## src/rtl/rtm_pkg.sv

```systemverilog
package rtm_pkg;
    localparam int ADDR_W = 32;
    localparam int LSB_W  = 2;
    localparam int WORD_W = ADDR_W - LSB_W;

    typedef logic [ADDR_W-1:0] addr_t;
    typedef logic [WORD_W-1:0] word_t;

    typedef struct packed {
        logic  live;
        word_t ra_slot;
        word_t fp_slot;
        logic  tamper;
    } frame_t;
endpackage

```

## src/rtl/rtm_slot_cmp.sv

```systemverilog
module rtm_slot_cmp
    import rtm_pkg::*;
(
    input  frame_t frame_i,
    input  logic   st_valid_i,
    input  word_t  st_word_i,
    output logic   hit_o
);
    logic ra_eq;
    logic fp_eq;

    always_comb begin
        ra_eq = (st_word_i == frame_i.ra_slot);
        fp_eq = (st_word_i == frame_i.fp_slot);
        hit_o = st_valid_i & frame_i.live & (ra_eq | fp_eq);
    end
endmodule

```

## src/rtl/rtm_region_chk.sv

```systemverilog
module rtm_region_chk
    import rtm_pkg::*;
(
    input  word_t ra_slot_i,
    input  word_t sp_word_i,
    input  word_t tgt_word_i,
    output logic  inside_o
);
    always_comb begin
        inside_o = (tgt_word_i >= sp_word_i) && (tgt_word_i <= ra_slot_i);
    end
endmodule

```

## src/rtl/rtm_frame_stack.sv

```systemverilog
module rtm_frame_stack
    import rtm_pkg::*;
#(
    parameter int DEPTH = 2
) (
    input  logic                   clk_i,
    input  logic                   rst_ni,
    input  logic                   call_i,
    input  logic                   ret_i,
    input  word_t                  sp_word_i,
    input  word_t                  fp_word_i,
    input  logic [DEPTH-1:0]       hit_i,
    output frame_t [DEPTH-1:0]     frames_o,
    output logic                   ovf_o
);
    typedef struct packed {
        frame_t [DEPTH-1:0] frames;
        logic               ovf;
    } stk_t;

    stk_t stk_d, stk_q;
    frame_t [DEPTH-1:0] marked;

    always_comb begin
        marked = stk_q.frames;
        for (int k = 0; k < DEPTH; k++) begin
            if (hit_i[k]) begin
                marked[k].tamper = 1'b1;
            end
        end

        stk_d        = stk_q;
        stk_d.frames = marked;

        if (ret_i) begin
            for (int k = 0; k < DEPTH - 1; k++) begin
                stk_d.frames[k] = marked[k+1];
            end
            stk_d.frames[DEPTH-1] = '0;
        end else if (call_i) begin
            for (int k = 1; k < DEPTH; k++) begin
                stk_d.frames[k] = marked[k-1];
            end
            stk_d.frames[0] = frame_t'{live: 1'b1, ra_slot: sp_word_i,
                                       fp_slot: fp_word_i, tamper: 1'b0};
            if (marked[DEPTH-1].live) begin
                stk_d.ovf = 1'b1;
            end
        end
    end

    always_ff @(posedge clk_i) begin
        if (!rst_ni) begin
            stk_q <= '0;
        end else begin
            stk_q <= stk_d;
        end
    end

    assign frames_o = stk_q.frames;
    assign ovf_o    = stk_q.ovf;

    assert_call_slot_R2: assert property (@(posedge clk_i) disable iff (!rst_ni)
        (call_i && !ret_i) |=> (frames_o[0].live && frames_o[0].ra_slot == $past(sp_word_i)));

    assert_call_clean_R12: assert property (@(posedge clk_i) disable iff (!rst_ni)
        (call_i && !ret_i) |=> !frames_o[0].tamper);

    assert_ovf_sticky_R8: assert property (@(posedge clk_i) disable iff (!rst_ni)
        ovf_o |=> ovf_o);

    assert_ovf_cause_R8: assert property (@(posedge clk_i) disable iff (!rst_ni)
        $rose(ovf_o) |-> $past(call_i));
endmodule

```

## src/rtl/ret_guard_top.sv

```systemverilog
module ret_guard_top
    import rtm_pkg::*;
#(
    parameter int DEPTH = 2
) (
    input  logic        clk_i,
    input  logic        rst_ni,
    input  logic        call_i,
    input  logic        ret_i,
    input  logic [31:0] sp_i,
    input  logic [31:0] fp_i,
    input  logic [31:0] ret_tgt_i,
    input  logic        st_valid_i,
    input  logic [31:0] st_addr_i,
    output logic        halt_o,
    output logic        tamper_o,
    output logic        ovf_o
);
    typedef struct packed {
        logic halt;
    } top_t;

    top_t top_d, top_q;

    word_t sp_word, fp_word, tgt_word, st_word;
    logic  unused_lsbs;
    frame_t [DEPTH-1:0] frames;
    logic [DEPTH-1:0]   hit;
    logic               in_region;
    logic               halt_now;

    assign sp_word     = sp_i[ADDR_W-1:LSB_W];
    assign fp_word     = fp_i[ADDR_W-1:LSB_W];
    assign tgt_word    = ret_tgt_i[ADDR_W-1:LSB_W];
    assign st_word     = st_addr_i[ADDR_W-1:LSB_W];
    assign unused_lsbs = ^{sp_i[LSB_W-1:0], fp_i[LSB_W-1:0],
                           ret_tgt_i[LSB_W-1:0], st_addr_i[LSB_W-1:0]};

    generate
        for (genvar g = 0; g < DEPTH; g++) begin : g_cmp
            rtm_slot_cmp u_cmp (
                .frame_i    (frames[g]),
                .st_valid_i (st_valid_i),
                .st_word_i  (st_word),
                .hit_o      (hit[g])
            );
        end
    endgenerate

    rtm_region_chk u_region (
        .ra_slot_i  (frames[0].ra_slot),
        .sp_word_i  (sp_word),
        .tgt_word_i (tgt_word),
        .inside_o   (in_region)
    );

    rtm_frame_stack #(.DEPTH(DEPTH)) u_stack (
        .clk_i     (clk_i),
        .rst_ni    (rst_ni),
        .call_i    (call_i),
        .ret_i     (ret_i),
        .sp_word_i (sp_word),
        .fp_word_i (fp_word),
        .hit_i     (hit),
        .frames_o  (frames),
        .ovf_o     (ovf_o)
    );

    always_comb begin
        halt_now = ret_i & frames[0].live &
                   (frames[0].tamper | hit[0] | in_region);
        top_d      = top_q;
        top_d.halt = top_q.halt | halt_now;
    end

    always_ff @(posedge clk_i) begin
        if (!rst_ni) begin
            top_q <= '0;
        end else begin
            top_q <= top_d;
        end
    end

    assign halt_o   = top_q.halt | halt_now;
    assign tamper_o = frames[0].tamper;

    assert_halt_hold_R6: assert property (@(posedge clk_i) disable iff (!rst_ni)
        halt_o |=> halt_o);

    assert_halt_on_ret_R4: assert property (@(posedge clk_i) disable iff (!rst_ni)
        $rose(top_q.halt) |-> $past(ret_i));

    assert_tamper_cause_R3: assert property (@(posedge clk_i) disable iff (!rst_ni)
        $rose(tamper_o) |-> ($past(st_valid_i) || $past(ret_i)));

    assert_empty_ret_R9: assert property (@(posedge clk_i) disable iff (!rst_ni)
        (ret_i && !frames[0].live && !top_q.halt) |-> !halt_o);
endmodule

```

## config.mk

```make
export PLATFORM = sky130hd
export DESIGN_NAME = ret_guard_top
export DESIGN_NICKNAME = d
export VERILOG_FILES = /design/src/rtl/rtm_pkg.sv /design/src/rtl/rtm_slot_cmp.sv /design/src/rtl/rtm_region_chk.sv /design/src/rtl/rtm_frame_stack.sv /design/src/rtl/ret_guard_top.sv
export SDC_FILE = /design/constraint.sdc
export NUM_CORES = 1
export LEC_CHECK = 0
export BUFFER_PORTS_ARGS = -buffer_cell sky130_fd_sc_hd__buf_4
export CELL_PAD_IN_SITES_DETAIL_PLACEMENT = 1
export CELL_PAD_IN_SITES_GLOBAL_PLACEMENT = 2
export CORE_ASPECT_RATIO = 1.25
export CORE_MARGIN = 5
export CORE_UTILIZATION = 35
export DETAILED_ROUTE_END_ITERATION = 10
export GPL_ROUTABILITY_DRIVEN = 0
export GPL_TIMING_DRIVEN = 0
export PLACE_DENSITY_LB_ADDON = 0.1
export RECOVER_POWER = 50
export SLEW_MARGIN = 20
export SYNTH_ARGS = -nofsm -noshare
export SYNTH_HDL_FRONTEND = slang
export SYNTH_SLANG_ARGS = --single-unit
```

## constraint.sdc

```tcl
create_clock -name clk_i -period 8.2 [get_ports clk_i]
set_clock_uncertainty 0.1 [all_clocks]
set_input_delay 2.05 -clock clk_i [delete_from_list [all_inputs] [get_ports clk_i]]
set_output_delay 2.05 -clock clk_i [all_outputs]
set_load 0.01 [all_outputs]
```

; Word level (Yosys, flattened, before mapping)
; Cells that the tools add are included.
[totals]
output_inout_bits = 3
mem_count = 0
register_bits = 126
wordCells = 38
latch_bits = 0
in_bits = 133
ramBits = 0
rom_bits = 0
[classes]
add_sub_neg = 0
magnitude_cmp = 2
reduce_logical = 4
n_mux = 5
mul = 0
n_eq_ne = 4
shifts = 0
n_div = 0
n_bitwise = 13
[ops]
columns = cell, count
row1 = 30-bit equality test, 4
row2 = 64-bit two-way mux, 1
row3 = 62-bit two-way mux, 1
row4 = 30-bit >= comparator, 1
row5 = 30-bit <= comparator, 1
row6 = 1-bit AND, 6
row7 = 1-bit OR, 5
row8 = 1-bit two-way mux, 3
row9 = 3-bit AND reduction, 1
row10 = 1-bit inverter, 2
row11 = 2-bit nonzero test, 1
row12 = 2-bit OR reduction, 1
row13 = 1-bit logical AND, 1

; Depth between registers and ports, before layout
[depth]
depth_word = 7
mapped_depth = 9
ltp_nobuf = 9

; Modules after synthesis
; From an unflattened synthesis, not the netlist that was laid out.
[hier_totals]
hier_cells = 857
hier_area_um2 = 7771.2
[by_module_without_submodules]
columns = mod, n_inst, seq_area_each_um2, cells_per_inst, area_each_um2
row1 = rtm_frame_stack, 1, 2502.4, 480, 4857.2
row2 = rtm_region_chk, 1, 0.0, 208, 1514.0
row3 = rtm_slot_cmp, 2, 0.0, 82, 675.6
row4 = ret_guard_top, 1, 20.0, 5, 48.8

; Worst setup path after synthesis
; OpenSTA, ideal clock, no wires.
[synth_path]
path_type = input -> output
from = input ret_tgt_i[15]
to = output halt_o
setup_slack_ps = 2432
t_required_ps = 6050
t_arrival_ps = 3618
cell_stages = 8
path_buffers = 0
path_cell_list = ha_1 -> nand4_2 -> or4_4 -> nor2b_4 -> a21o_1 -> o31a_1 -> a31oi_1 -> nor2_1
[synth_via]
elab_chain_cells = 5
word_cells_on_any_way = 6
cone_classes = order compare (2) / bitwise (3) / reduce/logical (1)
[synth_lines]
columns = item, line
row1 = "start, declared", ret_guard_top.sv:12  ; input logic [31:0] ret_tgt_i,
row2 = 30-bit >= comparator or 30-bit <= comparator (tied branches), rtm_region_chk.sv:10  ; inside_o = (tgt_word_i >= sp_word_i) && (tgt_word_i <= ra_slot_i);
row3 = 1-bit logical AND *, rtm_region_chk.sv:10
row4 = 1-bit OR *, ret_guard_top.sv:71  ; (frames[0].tamper | hit[0] | in_region);
row5 = 1-bit AND *, ret_guard_top.sv:70  ; halt_now = ret_i & frames[0].live &
row6 = 1-bit OR *, ret_guard_top.sv:84  ; assign halt_o = top_q.halt | halt_now;
row7 = "end, declared", ret_guard_top.sv:15  ; output logic halt_o,
; Every way passes the cells marked *; elsewhere a longest branch is shown, timed or not.

; Final worst setup path
[layout_path]
from = input st_addr_i[5]
to = output halt_o
[layout_via]
elab_chain_cells = 7
word_cells_on_any_way = 8
cone_classes = eq/ne (2) / bitwise (6)
[layout_lines]
columns = item, line
row1 = "start, declared", ret_guard_top.sv:14  ; input logic [31:0] st_addr_i,
row2 = "30-bit equality test, on equally long branches", "rtm_slot_cmp.sv:13, rtm_slot_cmp.sv:14"
row3 = 1-bit OR *, rtm_slot_cmp.sv:15  ; hit_o = st_valid_i & frame_i.live & (ra_eq | fp_eq);
row4 = 1-bit AND *, rtm_slot_cmp.sv:15
row5 = 1-bit OR * (2 in a row), ret_guard_top.sv:71
row6 = 1-bit AND *, ret_guard_top.sv:70
row7 = 1-bit OR *, ret_guard_top.sv:84
; Marked as above.

==> reports/results.ini <==
[yosys]
synthFlopType = dfxtp_1
synth_edf_count = 0
seq_area_frac_synth = 0.317
yosys_warnings = 0
syn_avg_cell_area_um2 = 8.63
synth-seq-cells = 126
syn-num-nets = 1115
syn_inst = 922
netlist_area_mm2 = 0.00796
synth_cell_types = 38
synthArstFlopShare = 0

[layout]
finalInstanceArea_mm2 = 0.00985
nets = 1259
drive_above_1_share = 0.146
fill_cells = 2716
mostFrequentLayoutCell = dfxtp_1
layout_common_cells = dfxtp_1 (126), buf_4 (122), mux2i_1 (121)
diodes = 0
instances_no_fill = 1362
areaGrowthSynthToFinish_pct = 23.8
utilization = 0.440

[critical_path]
endpoint = halt_o
crit_start = st_addr_i[5]
r2r_start = u_stack.frames_o[56]
cp-end-kind = output pin
reg2reg_to = top_q
rr_worst_depth = 9
critPathLaunchType = primary input
worst-setup-path-type = in -> out
reg2reg_slack_ns = 5.60
arrival_ns = 4.34
critPathMaxFanout = 4
cp.required_ns = 6.05

[global_routing]
grt_max_degree = 17
antenna_found_initial = 0
track_usage = 0.215
grt_pass1_wl_um = 41600
overflow = 0
grt_pass1_vias = 7292

[timing]
maxSlewViolCount = 0
timing.fmax_ghz = 0.154
relSlewSlack = 0.380
hold_viol_final = 0
min_period_ns = 6.49
setup_tns_ns = 0
setup_viol = 0
period_share = 0.792
worst_slew_pin_slew_ns = 0.929
rsz0062_at_grt = false

[floorplanning]
die_w_um = 145
fp.dieH_um = 179
io_pins = 136
num_rows = 61
dieArea_mm2 = 0.0259
core_area_mm2 = 0.0224
initial_core_util = 0.356

[pwr]
power_density_mw_per_mm2 = 175
ir_drop_uv = 145
total_power_w = 0.00172
clkPwrFrac = 0.466
p_leak_nw = 4.32
intPower_w = 0.00126
p_comb_frac = 0.160
switching_power_w = 0.000459
p_seq_frac = 0.374
netSwitchingFraction = 0.267

[hold_path]
hp-class = reg -> reg
hold_depth = 1

[job]
max-cap-violations = 0

[clock_tree]
h-tree-depth = 4
cts_resized = 0
clk_latency_ns = 0.43
ctsLongestPathBuffers = 2
numClockSinks = 126
cts-root-buf = clkbuf_16
cts_made_buffers = 17
cts_tree = yes
holdBufCountCts = 0
path_clk_slew_ns = 0.06
postCtsSetupRepairBufs = 0

[route]
dr.pass1.iters = 4
vias = 6792
routed_wl_um = 27100
drcViolationCount = 0
viasPerCell = 4.99
drt_iter0_drc = 245
wire_per_inst_um = 19.9
ant_nets = 0

[placed_design]
numPortBuffers = 125
place_inst = 1330
hpwl_um = 22300
dpl_cell_area_mm2 = 0.00925

[run_status]
status = completed

-- sequential cells by signal (all words and copies together) (netlist names) --
name	flops
top_q	1
u_stack.frames_o	124
u_stack.ovf_o	1
-- cell type report --
cell class	instances	area, um2	area share
Buffer	42	160	0.0163
Clock buffer	23	488	0.0495
Clock inverter	9	133	0.0135
Inverter	60	225	0.0229
Multi-Input combinational cell	694	5040	0.512
Sequential cell	126	2520	0.256
Tap cell	283	354	0.0359
Timing Repair Buffer	125	927	0.0941
-- power by group through the flow --
stage | registers [W] | clock network, W | logic [W]
after floorplan | 0.000650 | 0 | 0.000152
after global placement | 0.000655 | 0 | 0.000277
after detailed placement | 0.000656 | 0 | 0.000279
after CTS | 0.000643 | 0.000812 | 0.000281
after global routing | 0.000645 | 0.000839 | 0.000305
final | 0.000643 | 0.000803 | 0.000275
-- metal layers --
layer	GRT usage	part of all wire
met5	0	0
met3	0.0308	0.034
met4	0.0859	0.039
met2	0.370	0.49
met1	0.266	0.43
-- worst max-delay path: stages --
cell	delay, ns
buf_4	0.14
xnor2_1	0.38
nand4_1	0.24
nor4_1	0.39
a22oi_1	0.16
o21ai_0	0.43
a31oi_1	0.19
nor2_1	0.20
buf_4	0.15
-- synth_stat cells (all sizes together), types with 24 or more instances --
cell type  number  area (um2)
mux2i         121        1210
ha             60         751
o21ai          67         335
nor2           72         270
a21oi          24         120
nand2          78         293
xnor2          60         526
dfxtp         126        2520
xor2           60         526
and2           60         375
nand4          29         188
clkbuf         24        90.1
inv            60         225
-- through the flow --
stage                     setup WS (ns)  hold WS (ns)
after global placement             1.66         0.355
after floorplan                    2.43         0.361
after CTS                          1.66         0.378
after global routing               1.57         0.403
after detailed placement           1.68         0.360
final                              1.71         0.369
-- kinds of logic (layout without fill, tap and decap cells) --
group	count (synthesis)	after routing	synth area share
xor+xnor	120	120	0.132
flops	126	126	0.317
mux	121	121	0.152
fa+ha+maj	60	60	0.0943
buf+inv	102	259	0.0497
simple gates	276	276	0.172
compound gates	117	117	0.0825
-- worst min path at each step --
stage                                endpoint  slack, ns                 start
after floorplan           u_stack.frames_o[0]       0.36  u_stack.frames_o[62]
after global placement          u_stack.ovf_o       0.36         u_stack.ovf_o
after detailed placement        u_stack.ovf_o       0.36         u_stack.ovf_o
after CTS                       u_stack.ovf_o       0.38         u_stack.ovf_o
after global routing            u_stack.ovf_o       0.40         u_stack.ovf_o
final                           u_stack.ovf_o       0.37         u_stack.ovf_o
(Power assumes the default switching activity.)
